`src/rtl/seg_pkg.sv`:
```
// Package: shared constants, encodings and the descriptor record for the
// segment register unit. Assumes a 16-bit selector and 32-bit memory words.
package seg_pkg;
    localparam int SEL_W    = 16;
    localparam int IDX_W    = 13;
    localparam int IDX_LSB  = 3;
    localparam int TSEL_BIT = 2;
    localparam int OFF_W    = 16;
    localparam int WORD_W   = 32;
    localparam int BASE_W   = 24;
    localparam int LIM_W    = 16;
    localparam int HI_WORD_STEP = 4;

    typedef enum logic [1:0] {
        ACC_READ  = 2'b00,
        ACC_WRITE = 2'b01,
        ACC_FETCH = 2'b10,
        ACC_RSVD  = 2'b11
    } acc_kind_e;

    typedef enum logic [1:0] {
        CAUSE_NONE  = 2'd0,
        CAUSE_LIMIT = 2'd1,
        CAUSE_TYPE  = 2'd2,
        CAUSE_NOSEG = 2'd3
    } cause_e;

    typedef struct packed {
        logic [BASE_W-1:0] base;
        logic [LIM_W-1:0]  limit;
        logic              present;
        logic              code;
    } desc_t;

    // Decode the two descriptor words into the cached record.
    function automatic desc_t desc_unpack(logic [WORD_W-1:0] lo, logic [WORD_W-1:0] hi);
        desc_t d;
        d.base    = {hi[7:0], lo[31:16]};
        d.limit   = lo[15:0];
        d.present = hi[8];
        d.code    = hi[9];
        return d;
    endfunction
endpackage

```
`src/rtl/seg_desc_fetch.sv`:
```
// Descriptor fetch sequencer and hidden descriptor store.
// On start it reads two 32-bit words (low, then high) from the table picked
// by the selector, then commits selector and descriptor only if present.
// Assumes memory holds mem_addr stable data valid in the mem_ack cycle.
module seg_desc_fetch
    import seg_pkg::*;
#(
    parameter int ADDR_W = 24,
    parameter logic [ADDR_W-1:0] GTBL_BASE = '0,
    parameter logic [ADDR_W-1:0] LTBL_BASE = '0
) (
    input  logic                 clk,
    input  logic                 rst_n,
    input  logic                 start,
    input  logic [SEL_W-1:0]     sel_in,
    output logic                 busy,
    output logic                 mem_req,
    output logic [ADDR_W-1:0]    mem_addr,
    input  logic                 mem_ack,
    input  logic [WORD_W-1:0]    mem_rdata,
    output logic                 load_done,
    output logic                 np_fault,
    output logic [SEL_W-1:0]     sel_vis,
    output logic                 hid_valid,
    output logic [BASE_W-1:0]    hid_base,
    output logic [LIM_W-1:0]     hid_limit,
    output logic                 hid_code
);
    typedef enum logic [1:0] {F_IDLE, F_LO, F_HI} fst_e;

    localparam logic [ADDR_W-1:0] HI_STEP = ADDR_W'(HI_WORD_STEP);

    fst_e               st;
    logic [SEL_W-1:0]   pend_sel;
    logic [WORD_W-1:0]  lo_q;
    desc_t              new_desc;
    logic [ADDR_W-1:0]  tbl_base;
    logic [ADDR_W-1:0]  ent_off;

    // Decode the incoming descriptor from the held low word and the live high word.
    assign new_desc = desc_unpack(lo_q, mem_rdata);

    // Form the descriptor word address from table select, index and word step.
    always_comb begin
        tbl_base = pend_sel[TSEL_BIT] ? LTBL_BASE : GTBL_BASE;
        ent_off  = ADDR_W'({pend_sel[SEL_W-1:IDX_LSB], 3'b000});
        mem_addr = tbl_base + ent_off + ((st == F_HI) ? HI_STEP : '0);
    end

    assign busy    = (st != F_IDLE);
    assign mem_req = busy;

    // Sequence the two reads and commit the descriptor at the end.
    always_ff @(posedge clk) begin
        if (!rst_n) begin
            st        <= F_IDLE;
            pend_sel  <= '0;
            lo_q      <= '0;
            load_done <= 1'b0;
            np_fault  <= 1'b0;
            sel_vis   <= '0;
            hid_valid <= 1'b0;
            hid_base  <= '0;
            hid_limit <= '0;
            hid_code  <= 1'b0;
        end else begin
            load_done <= 1'b0;
            np_fault  <= 1'b0;
            case (st)
                F_IDLE: begin
                    if (start) begin
                        pend_sel <= sel_in;
                        st       <= F_LO;
                    end
                end
                F_LO: begin
                    if (mem_ack) begin
                        lo_q <= mem_rdata;
                        st   <= F_HI;
                    end
                end
                F_HI: begin
                    if (mem_ack) begin
                        st        <= F_IDLE;
                        load_done <= 1'b1;
                        if (new_desc.present) begin
                            sel_vis   <= pend_sel;
                            hid_valid <= 1'b1;
                            hid_base  <= new_desc.base;
                            hid_limit <= new_desc.limit;
                            hid_code  <= new_desc.code;
                        end else begin
                            np_fault <= 1'b1;
                        end
                    end
                end
                default: st <= F_IDLE;
            endcase
        end
    end
endmodule

```
`src/rtl/seg_access_check.sv`:
```
// Per-access checker: compares the offset and kind with the cached
// descriptor and registers the verdict and the linear address.
// Assumes the cached descriptor is stable whenever fire is high.
module seg_access_check
    import seg_pkg::*;
(
    input  logic               clk,
    input  logic               rst_n,
    input  logic               fire,
    input  logic [1:0]         kind,
    input  logic [OFF_W-1:0]   off,
    input  logic               hid_valid,
    input  logic [BASE_W-1:0]  hid_base,
    input  logic [LIM_W-1:0]   hid_limit,
    input  logic               hid_code,
    output logic               res_valid,
    output logic               res_fault,
    output logic [1:0]         res_cause,
    output logic [BASE_W-1:0]  res_lin
);
    logic              over_lim;
    logic              bad_type;
    cause_e            cause;
    logic [BASE_W-1:0] sum;

    // Classify the access; absence beats limit, limit beats type.
    always_comb begin
        over_lim = ({{(LIM_W > OFF_W ? LIM_W - OFF_W : 0){1'b0}}, off} > hid_limit);
        bad_type = ((acc_kind_e'(kind) == ACC_FETCH) && !hid_code) ||
                   ((acc_kind_e'(kind) == ACC_WRITE) &&  hid_code);
        if (!hid_valid)    cause = CAUSE_NOSEG;
        else if (over_lim) cause = CAUSE_LIMIT;
        else if (bad_type) cause = CAUSE_TYPE;
        else               cause = CAUSE_NONE;
        sum = hid_base + BASE_W'(off);
    end

    // Register the verdict one cycle after the access is accepted.
    always_ff @(posedge clk) begin
        if (!rst_n) begin
            res_valid <= 1'b0;
            res_fault <= 1'b0;
            res_cause <= CAUSE_NONE;
            res_lin   <= '0;
        end else begin
            res_valid <= fire;
            if (fire) begin
                res_cause <= cause;
                res_fault <= (cause != CAUSE_NONE);
                res_lin   <= (cause == CAUSE_NONE) ? sum : '0;
            end
        end
    end
endmodule

```
`src/rtl/seg_unit.sv`:
```
// Top of the segment register unit: visible selector plus hidden descriptor,
// loaded through the memory read port, then used to check each access.
// Assumes the table bases leave room for 8192 eight-byte entries.
module seg_unit
    import seg_pkg::*;
#(
    parameter int ADDR_W = 24,
    parameter logic [ADDR_W-1:0] GTBL_BASE = 24'h010000,
    parameter logic [ADDR_W-1:0] LTBL_BASE = 24'h200000
) (
    input  logic                clk,
    input  logic                rst_n,
    input  logic                sel_wr,
    input  logic [15:0]         sel_wdata,
    output logic [15:0]         sel_out,
    output logic                busy,
    output logic                load_done,
    output logic                np_fault,
    output logic                mem_req,
    output logic [ADDR_W-1:0]   mem_addr,
    input  logic                mem_ack,
    input  logic [31:0]         mem_rdata,
    input  logic                acc_valid,
    input  logic [1:0]          acc_kind,
    input  logic [15:0]         acc_off,
    output logic                acc_ready,
    output logic                res_valid,
    output logic                res_fault,
    output logic [1:0]          res_cause,
    output logic [23:0]         lin_addr
);
    logic              start;
    logic              fire;
    logic              hid_valid;
    logic [BASE_W-1:0] hid_base;
    logic [LIM_W-1:0]  hid_limit;
    logic              hid_code;

    // Accept selector writes and accesses only when no load is in flight.
    assign start     = sel_wr && !busy;
    assign acc_ready = !busy;
    assign fire      = acc_valid && acc_ready;

    seg_desc_fetch #(
        .ADDR_W    (ADDR_W),
        .GTBL_BASE (GTBL_BASE),
        .LTBL_BASE (LTBL_BASE)
    ) u_fetch (
        .clk       (clk),
        .rst_n     (rst_n),
        .start     (start),
        .sel_in    (sel_wdata),
        .busy      (busy),
        .mem_req   (mem_req),
        .mem_addr  (mem_addr),
        .mem_ack   (mem_ack),
        .mem_rdata (mem_rdata),
        .load_done (load_done),
        .np_fault  (np_fault),
        .sel_vis   (sel_out),
        .hid_valid (hid_valid),
        .hid_base  (hid_base),
        .hid_limit (hid_limit),
        .hid_code  (hid_code)
    );

    seg_access_check u_check (
        .clk       (clk),
        .rst_n     (rst_n),
        .fire      (fire),
        .kind      (acc_kind),
        .off       (acc_off),
        .hid_valid (hid_valid),
        .hid_base  (hid_base),
        .hid_limit (hid_limit),
        .hid_code  (hid_code),
        .res_valid (res_valid),
        .res_fault (res_fault),
        .res_cause (res_cause),
        .res_lin   (lin_addr)
    );
endmodule

```
`config.mk`:
```
export PLATFORM = sky130hd
export DESIGN_NAME = seg_unit
export DESIGN_NICKNAME = d
export VERILOG_FILES = /design/src/rtl/seg_pkg.sv /design/src/rtl/seg_desc_fetch.sv /design/src/rtl/seg_access_check.sv /design/src/rtl/seg_unit.sv
export SDC_FILE = /design/constraint.sdc
export NUM_CORES = 1
export LEC_CHECK = 0
export ABC_AREA = 1
export BUFFER_PORTS_ARGS = -buffer_cell sky130_fd_sc_hd__buf_2
export CAP_MARGIN = 10
export CORE_UTILIZATION = 50
export DETAILED_ROUTE_END_ITERATION = 6
export PLACE_DENSITY = 0.83
export SYNTH_ARGS = -nofsm -noshare
export SYNTH_HDL_FRONTEND = slang
export SYNTH_SLANG_ARGS = --single-unit
export TNS_END_PERCENT = 5
```
`constraint.sdc`:
```
create_clock -name clk -period 5 [get_ports clk]
set_input_delay 0.75 -clock clk [delete_from_list [all_inputs] [get_ports clk]]
set_output_delay 0.75 -clock clk [all_outputs]
set_load 0.005 [all_outputs]
```
## Word level (Yosys, flattened, before mapping)

Index checks and enable logic that the tools add are counted.

| operators by class | value |
|---|---|
| multiplexer cells | 12 |
| equality and inequality tests | 7 |
| order comparisons | 1 |
| add/sub/neg operators | 3 |
| reductions and logical operators | 17 |

Operator list:

| operator | number |
|---|---|
| 24-bit by 16-bit adder with 24-bit output | 2 |
| 24-bit adder | 1 |
| 24-bit 2-to-1 mux | 1 |
| 22-bit 2-to-1 mux | 1 |
| 16-bit greater-than comparator | 1 |
| 2-bit 2-to-1 mux | 6 |
| 3-bit AND reduction | 3 |
| 2-bit != test (second input constant) | 3 |
| 2-bit case mux with 3 select lines | 1 |
| 2-bit AND reduction | 3 |
| 2-bit by 1-bit equality test with 1-bit output (second input constant) | 2 |
| 2-bit equality test (second input constant) | 2 |
| 1-bit logical AND | 4 |
| 2-bit zero test | 2 |
| 2-bit nonzero test | 2 |
| 3-bit 2-to-1 mux | 1 |
| 1-bit zero test | 2 |
| 1-bit 2-to-1 mux | 2 |
| 1-bit logical OR | 1 |

| word-level totals | value |
|---|---|
| word-level logic and storage cells | 54 |
| flip-flop bits (word level) | 138 |
| input port bits | 71 |
| output and inout port bits | 73 |

## Depth between registers and ports, before layout

Gate-level depths: netlist of run 1.

| depth | value |
|---|---|
| depth after elaboration | 8 |
| depth in mapped cells | 17 |
| gate-level depth less buffers | 16 |

## By module

Synthesis of run 1 repeated with hierarchy kept, for this count alone.

| unflattened totals | value |
|---|---|
| cells, all modules | 1053 |
| area total of the unflattened synthesis | 7110.6 µm² |

Modules (own cells, without submodules):

| module | seq. area each (µm²) | cells an instance | instances | area an instance (µm²) |
|---|---|---|---|---|
| seg_desc_fetch | 2202.1 | 675 | 1 | 4609.4 |
| seg_access_check | 560.5 | 373 | 1 | 2482.4 |
| seg_unit | 0.0 | 5 | 1 | 18.8 |

## Worst setup path after synthesis of run 1

Ideal clock, no wire load.

| timing path | value |
|---|---|
| kind | input to register |
| start point | in acc_off[0] |
| end point | reg u_check.res_lin[20] |
| path slack | 2.779 ns |
| library setup time | 0.071 ns |
| arrival | 2.149 ns |
| buffers on the path | 0 |
| data required time | 4.929 ns |
| stages | 14 |
| cell sequence | ha_1 inv_1 fa_1 inv_1 nand3_1 nand3_1 nand2_1 nand2_1 nand2_1 nand2_1 nand2_1 nand2_1 nand4_1 a21oi_1 |

| on the way | value |
|---|---|
| word-level cells in the longest chain between the ends | 5 |
| elaborated cells between the ends (all ways) | 6 |
| classes of those cells | add/sub: 1; order compare: 1; mux: 3; reduce/logical: 1 |

RTL lines:

| item | RTL line | RTL |
|---|---|---|
| start, declared | seg_unit.sv:25 | `input logic [15:0] acc_off,` |
| 16-bit greater-than comparator | seg_access_check.sv:28 | `over_lim = ({{(LIM_W > OFF_W ? LIM_W - OFF_W : 0){1'b0}}, off} > hid_limit);` |
| 2-bit 2-to-1 mux | seg_access_check.sv:32 | `else if (over_lim) cause = CAUSE_LIMIT;` |
| 2-bit 2-to-1 mux | seg_access_check.sv:31 | `if (!hid_valid) cause = CAUSE_NOSEG;` |
| 2-bit zero test | seg_access_check.sv:50 | `res_lin <= (cause == CAUSE_NONE) ? sum : '0;` |
| 24-bit 2-to-1 mux * | seg_access_check.sv:50 |  |
| end signal, assigned | seg_access_check.sv:50 |  |
| end, declared | seg_access_check.sv:19 | `output logic [BASE_W-1:0] res_lin` |

Mark *: on every way between the ends. The rest lies on a longest branch, timed or not.
A chain may end at the register's enable or synchronous reset.

## Worst setup path in the final report of run 1

| timing path | value |
|---|---|
| start point | in acc_off[15] |
| end point | reg u_check.res_lin[8] |

| on the way | value |
|---|---|
| word-level cells in the longest chain between the ends | 5 |

RTL lines:

| item | RTL line |
|---|---|
| 16-bit greater-than comparator | seg_access_check.sv:28 |
| 2-bit 2-to-1 mux | seg_access_check.sv:32 |
| 2-bit 2-to-1 mux | seg_access_check.sv:31 |
| 2-bit zero test | seg_access_check.sv:50 |
| 24-bit 2-to-1 mux | seg_access_check.sv:50 |

Every way passes these cells.

==> impl_metrics.toml, run 1 <==
[outcome]
status = "completed"

[critical_path]
arrival_ns = 2.55
critPathRequiredTime_ns = 5.37
critPathMaxFanout = 14
start_kind = "primary input"
cp-startpoint = "acc_off[15]"
r2r_start = "u_fetch.hid_limit[15]"
endpoint_kind = "register"
path_class = "in -> reg"

[power]
internal_power_mw = 1.99
power_frac_comb_pct = 8.9
clkPwrFrac_pct = 47.4
power-per-cell-area_mw_per_mm2 = 333
p_sw_share_pct = 25.2
p_leak_nw = 3.61
peakVddDrop_mv = 0.238
seqPwrFrac_pct = 43.7
p_sw_mw = 0.670

[clock_network]
cts_buffers = 17
post_cts_buffers = 0
max-clock-path-buffers = 2
holdBufCountCts = 0
root_buffer = "clkbuf_16"
clk_pin_slew_ns = 0.06
cts_max_level = 4
cts_resized = 0
cts.sinks = 138
cts_tree = "done"
clock_latency_ns = 0.43

[synth]
ys_ff_latch = 138
synth_fa_ha_area_share_pct = 6.24
syn_inst = 924
yosysWarnings = 0
muxShareOfSynthArea_pct = 0
synth_edf_count = 0
synth_cell_types = 39
avgSynthCellArea_sq_um = 7.29
synth_compound_area_share_pct = 19.6
ys_seq_area_share_pct = 41.0
synth_xor_xnor_area_share_pct = 1.56
yosys_most_used_dff = "dfxtp_1"
yosys.area_share.simple_pct = 18.4
synth_top_family_by_area = "compound AO/OA/AOI/OAI gates"
syn-cell-area_sq_mm = 0.00674
ys_async_sr_fraction_pct = 0

[sta]
skew_ns = 0.00964
post-route-period-util_pct = 43.7
worstMarginPinSlew_ns = 0.891
slew_violations = 0
fmaxAchievable_mhz = 458
worst_slack_ns = 2.82
final_hold_viol_count = 0
rsz0062_at_grt = "no"
period_needed_ns = 2.18
setup_violations = 0
max_slew_margin_pct = 40.6
fin_setup_tns_ns = 0

[floorplanning]
fp.coreArea_sq_mm = 0.0132
die_x_microns = 118
die_area_sq_mm = 0.0139
die_h_microns = 118
row_count = 42
boundaryPins = 144
start_util_pct = 51.1

[global_route]
antenna_found_initial = 1
grt.total_usage_pct = 24.3
first_global_vias = 5578
grt-ovfl-total = 0
grt_pass1_wl_microns = 26600
grt_max_degree = 110

[cells_and_area]
area_delta_synth_final_pct = 18.2
final-seq-area_sq_mm = 0.00276
final_cells = 1217
fin_util_pct = 60.4
fill_cells = 1244
multi_input_area_sq_mm = 0.00313
drive_gt1_share_pct = 18.9
stdcell_area_sq_mm = 0.00797
diodes = 0
finalNetCount = 1132

[hold_path]
hp-start = "u_fetch.lo_q[25]"
hold_path_class = "reg -> reg"

[placement]
dp.cells = 1185
post_dp_cell_area_sq_mm = 0.00737
portBuffers = 135
place.detailed.hpwl_microns = 12100
place_congestion = 0.905
dp_slack_ns = 2.41

[drt]
viasPerCell = 4.95
drc_errors = 0
ant_nets = 0
drt_iter0_markers = 353
finalWirelength_microns = 16200
routedWlPerCell_microns = 13.3
first_pass_iters = 5
vias = 6028

[run]
cap_violations = 0
[cell type report]
cell class	count	area share (%)
Inverter	150	7.06
Tap cell	176	2.76
Timing Repair Buffer	138	8.76
Multi-Input combinational cell	583	39.3
Clock inverter	13	1.93
Clock buffer	19	5.56
Sequential cell	138	34.7
[Yosys cell counts (2+ instances only)]
master | number | area share, %
ha_1 | 32 | 5.9
nand3_1 | 23 | 1.7
a21oi_1 | 117 | 8.7
dfxtp_1 | 138 | 41
inv_2 | 2 | 0.11
nand2_1 | 145 | 8.1
nor2_4 | 3 | 0.50
o31ai_4 | 3 | 0.95
xnor2_1 | 9 | 1.2
nor2_2 | 4 | 0.37
nor3_1 | 5 | 0.37
buf_2 | 8 | 0.59
nand2_2 | 3 | 0.28
o21ai_0 | 112 | 8.3
nand2_4 | 2 | 0.33
inv_1 | 148 | 8.2
clkbuf_1 | 27 | 1.5
buf_4 | 23 | 2.6
nor2_1 | 82 | 4.6
o31ai_2 | 4 | 0.74
nand4_1 | 14 | 1.3
xor2_1 | 3 | 0.39
[per-layer routing]
layer / GRT usage [%] / share of wire [%] / vias to the layer above
li1: - / - / 3145
met1: 30.1 / 45 / 2701
met2: 39.8 / 47 / 153
met3: 7.22 / 5.7 / 27
met4: 8.65 / 1.8 / 2
met5: 0 / 0.093 / -
[power groups by stage]
stage	Clock (mW)	Sequential, mW	Combinational [mW]
global route	1.34	1.16	0.269
finish	1.26	1.16	0.237
floorplan	0	1.18	0.168
detailed placement	0	1.18	0.235
global placement	0	1.18	0.230
CTS	1.28	1.16	0.237
[cells in the final DEF (no fill, tap or decap), types with 3 or more instances in the layout]
master,n
buf_4,3
nor2_4,3
a21oi_1,117
clkinv_4,3
xnor2_1,9
nand2_2,3
nand2_1,145
nor2_1,82
dfxtp_1,138
xor2_1,3
clkbuf_16,17
ha_1,32
inv_6,5
nor2_2,4
inv_1,148
buf_2,135
nor3_1,5
o21ai_0,112
conb_1,8
nand4_1,14
o31ai_2,4
nand3_1,21
o31ai_4,3
[path summary, 6_finish.rpt]
kind | slack (ns) | cells past startpoint | to
setup / recovery | 2.82 | 11 | u_check.res_lin[8]
hold reg to reg | 0.44 | 2 | u_fetch.lo_q[25]
setup reg to reg | 2.92 | 11 | u_check.res_lin[8]
hold / removal | 0.44 | 2 | u_fetch.lo_q[25]
[cells by family after synthesis]
group,Yosys count
adders and majority gates,33
and+or+nand+nor,287
xor gates and xnor gates,12
DFF,138
buffers and inverters,210
AOI/OAI and AO/OA,243
other,1
[state kept, by name (all words and copies together) (netlist names)]
signal	count
u_check.res_lin	24
u_check.res_fault	1
u_check.res_valid	1
u_fetch.sel_vis	16
u_fetch.load_done	1
u_fetch.pend_sel	16
u_fetch.hid_limit	16
u_fetch.hid_base	24
u_fetch.hid_code	1
u_check.res_cause	2
u_fetch.st	2
u_fetch.np_fault	1
u_fetch.lo_q	32
u_fetch.hid_valid	1
[metrics by stage]
step           power (mW)  hold WS (ns)
5_1_grt              2.77         0.456
3_5_place_dp         1.42         0.434
2_1_floorplan        1.35         0.420
6_report             2.66         0.442
3_3_place_gp         1.41         0.428
4_1_cts              2.68         0.443
[worst max-delay path: stages]
cell,delay (ns)
buf_2,0.12
ha_1,0.31
a21oi_1,0.19
o21ai_0,0.10
a21oi_1,0.17
nand2_2,0.13
nand2_4,0.11
nand3_4,0.24
nor2_4,0.24
nand2_1,0.09
nand2_1,0.06
No activity file was read; power rests on OpenSTA's default activity.
==> run 2: changes to the inputs <==
ABC_AREA = 0   (was 1)
clock period = 2.2 ns   (was 5 ns; I/O delays follow)
==> run 2 against run 1 <==
Against the previous run:
- the flow now finishes with violations (setup timing)
- sequential share of layout area down 1.6 points
- core utilization grew 4.9 points
- area after synthesis decreased by 0.97%
- routed wire length is 2.1% higher
- global-route usage fell by 0.28 points
- critical endpoint is now u_check.res_lin[0]
==> impl_metrics.toml, run 2 <==
[outcome]
status = "finished, violations left"
violations = "setup timing"

[critical_path]
crit_chain = "inv_1 > ha_4 > a21oi_1 > o21ai_1 > a2111o_1 > a2111oi_4 > buf_12 > buf_6 > a22oi_1 > nor2b_1"
path_buf_inv = 3
critPathMaxFanout = 15
crit_path_max_incr_delay_ns = 0.44
ff2ff_setup_slack_ns = -0.06
reg2reg_to = "u_check.res_lin[0]"
r2r_start = "u_fetch.hid_limit[13]"
endpoint_kind = "register"
rr_worst_depth = 10
start_kind = "register"
crit_family = "compound AO/OA/AOI/OAI gates"
critPathSlowestCell = "a2111o_1"
arrival_ns = 2.62
critPathRequiredTime_ns = 2.56
path_class = "reg -> reg"

[power]
finalPower_mw = 5.79
power-per-cell-area_mw_per_mm2 = 691
peakVddDrop_mv = 0.599
p_leak_nw = 3.39

[synth]
ys_async_sr_fraction_pct = 0
synth_edf_count = 0
synth_area_leaders = "dfxtp_1, nand2_1, a21boi_0"
syn_inst = 820
synth_cell_types = 54
synth_top_cell_by_area = "dfxtp_1"
avgSynthCellArea_sq_um = 8.14
synthTopCellsByCount = "nand2_1, dfxtp_1, a21boi_0"
yosysWarnings = 0
synth.most_common_cell = "nand2_1"
ys_seq_area_share_pct = 41.4
yosys_most_used_dff = "dfxtp_1"
syn-cell-area_sq_mm = 0.00668
ys_ff_latch = 138
synth.top_cell.area_share_pct = 41.4

[clock_network]
cts_max_level = 4
holdBufCountCts = 0
cts.sinks = 138
root_buffer = "clkbuf_16"
cts_buffers = 17
post_cts_buffers = 0
cts_tree = "done"
max-clock-path-buffers = 2
clock_latency_ns = 0.42
clk_pin_slew_ns = 0.06

[floorplanning]
die_x_microns = 118
start_util_pct = 52.0
die_h_microns = 118
row_count = 41
fp.coreArea_sq_mm = 0.0128
boundaryPins = 144
die_area_sq_mm = 0.0138

[hold_path]
hp-start = "mem_rdata[8]"
min_to = "u_fetch.np_fault"
holdPathStages = 2
hold_path_class = "in -> reg"

[global_route]
first_global_vias = 5699
grt_pass1_wl_microns = 26600
antenna_found_initial = 2
grt.total_usage_pct = 24.0
grt-ovfl-total = 0
grt_max_degree = 57

[drt]
ant_nets = 0
vias = 6026
first_pass_iters = 5
routedWlPerCell_microns = 14.4
finalWirelength_microns = 16600
drt_iter0_markers = 374
viasPerCell = 5.25
drc_errors = 0

[placement]
portBuffers = 135
place_congestion = 0.985
post_dp_cell_area_sq_mm = 0.00769
dp.cells = 1116
dp_slack_ns = -0.263
place.detailed.hpwl_microns = 11800

[cells_and_area]
final_cells = 1148
mostFrequentLayoutCell = "nand2_1"
diodes = 0
stdcell_area_sq_mm = 0.00838
largest_reg_flops = 32
drive_gt1_share_pct = 26.0
area_delta_synth_final_pct = 25.5
fill_cells = 1051
largest-register = "u_fetch.lo_q"
final_cell_mix = "nand2_1, buf_2, dfxtp_1"
finalNetCount = 1067
reg_top3 = "u_fetch.lo_q x32, u_check.res_lin x24, u_fetch.hid_base x24"

[sta]
rsz0062_at_grt = "yes"
setup_violations = 10
post-route-period-util_pct = 103
fin_setup_tns_ns = -0.397
slew_violations = 0
period_needed_ns = 2.26
worstMarginPinSlew_ns = 0.685
fmaxAchievable_mhz = 443
max_slew_margin_pct = 53.8
skew_ns = 0.00808
worst_slack_ns = -0.0574
final_hold_viol_count = 0

[run]
cap_violations = 0
-- run 2: changes by cell type in the layout (fill, tap and decap cells not counted), moves of 9 or more --
| cell | previous run | this run |
|---|---|---|
| ha_1 | 32 | 23 |
| inv_1 | 148 | 21 |
| ha_4 | 0 | 9 |
| a21boi_0 | 0 | 106 |
| o21ai_0 | 112 | 17 |
| a21oi_1 | 117 | 30 |
| nand3_1 | 21 | 12 |
| nand2_1 | 145 | 235 |
| a22oi_1 | 0 | 12 |
| buf_4 | 3 | 45 |
| nor2b_1 | 0 | 19 |
| nor2_1 | 82 | 29 |
-- run 2: cell families (layout without fill, tap and decap cells) --
kind of cell    Yosys count  count (layout)  share of synthesized area (%)
xor+xnor                 16              16                           2.10
buf+inv                  91             240                           6.67
mux                       2               2                          0.319
flops                   138             138                           41.4
compound gates          210             210                           22.2
simple gates            329             329                           20.9
fa+ha+maj                33              33                           6.30
other cells               1               8                         0.0562
-- run 2: what timing repair did --
action | in CTS | in global routing
endpoints found under the hold margin | 0 | 0
pin swaps | 3 | 5
setup endpoints to repair | 24 | 24
gates resized for setup | 8 | 19
-- run 2: cell type report --
type / instances / area (sq um) / share of cell area, %
tap: 172 / 215 / 2.57
inverter: 26 / 97.6 / 1.16
clock inverter: 13 / 121 / 1.45
multi-input combinational: 598 / 3660 / 43.7
sequential: 138 / 2770 / 33.1
clock buffer: 19 / 453 / 5.40
timing repair buffer: 182 / 1060 / 12.6
-- run 2: through the flow --
step | hold slack [ns] | utilization, %
floorplan | 0.402 | -
global placement | 0.424 | 60.0
detailed placement | 0.433 | 60.0
CTS | 0.119 | 64.8
global route | 0.132 | 65.3
finish | 0.134 | 65.3
-- run 2: metal layers --
metal | part of all wire (%) | track usage, %
met5 | 0.097 | 0
met3 | 6.9 | 7.07
met2 | 46 | 40.0
met1 | 45 | 29.3
met4 | 2.7 | 8.65
-- run 2: power by group --
| group | total, mW | internal [mW] | leakage (nW) | switching (mW) |
|---|---|---|---|---|
| Clock | 2.72 | 1.62 | 0.268 | 1.10 |
| Combinational | 0.485 | 0.220 | 2.00 | 0.265 |
| Sequential | 2.59 | 2.55 | 1.12 | 0.0342 |
| Total | 5.79 | 4.39 | 3.39 | 1.40 |
-- run 2: worst max path at each step --
stage / cells after the start / to / startpoint
finish: 10 / u_check.res_lin[0] / u_fetch.hid_limit[13]
CTS: 10 / u_check.res_lin[3] / u_fetch.hid_limit[11]
global placement: 10 / u_check.res_lin[18] / acc_off[1]
global route: 10 / u_check.res_lin[3] / u_fetch.hid_limit[13]
floorplan: 10 / u_check.res_lin[16] / u_fetch.hid_limit[1]
detailed placement: 11 / u_check.res_lin[18] / acc_off[0]
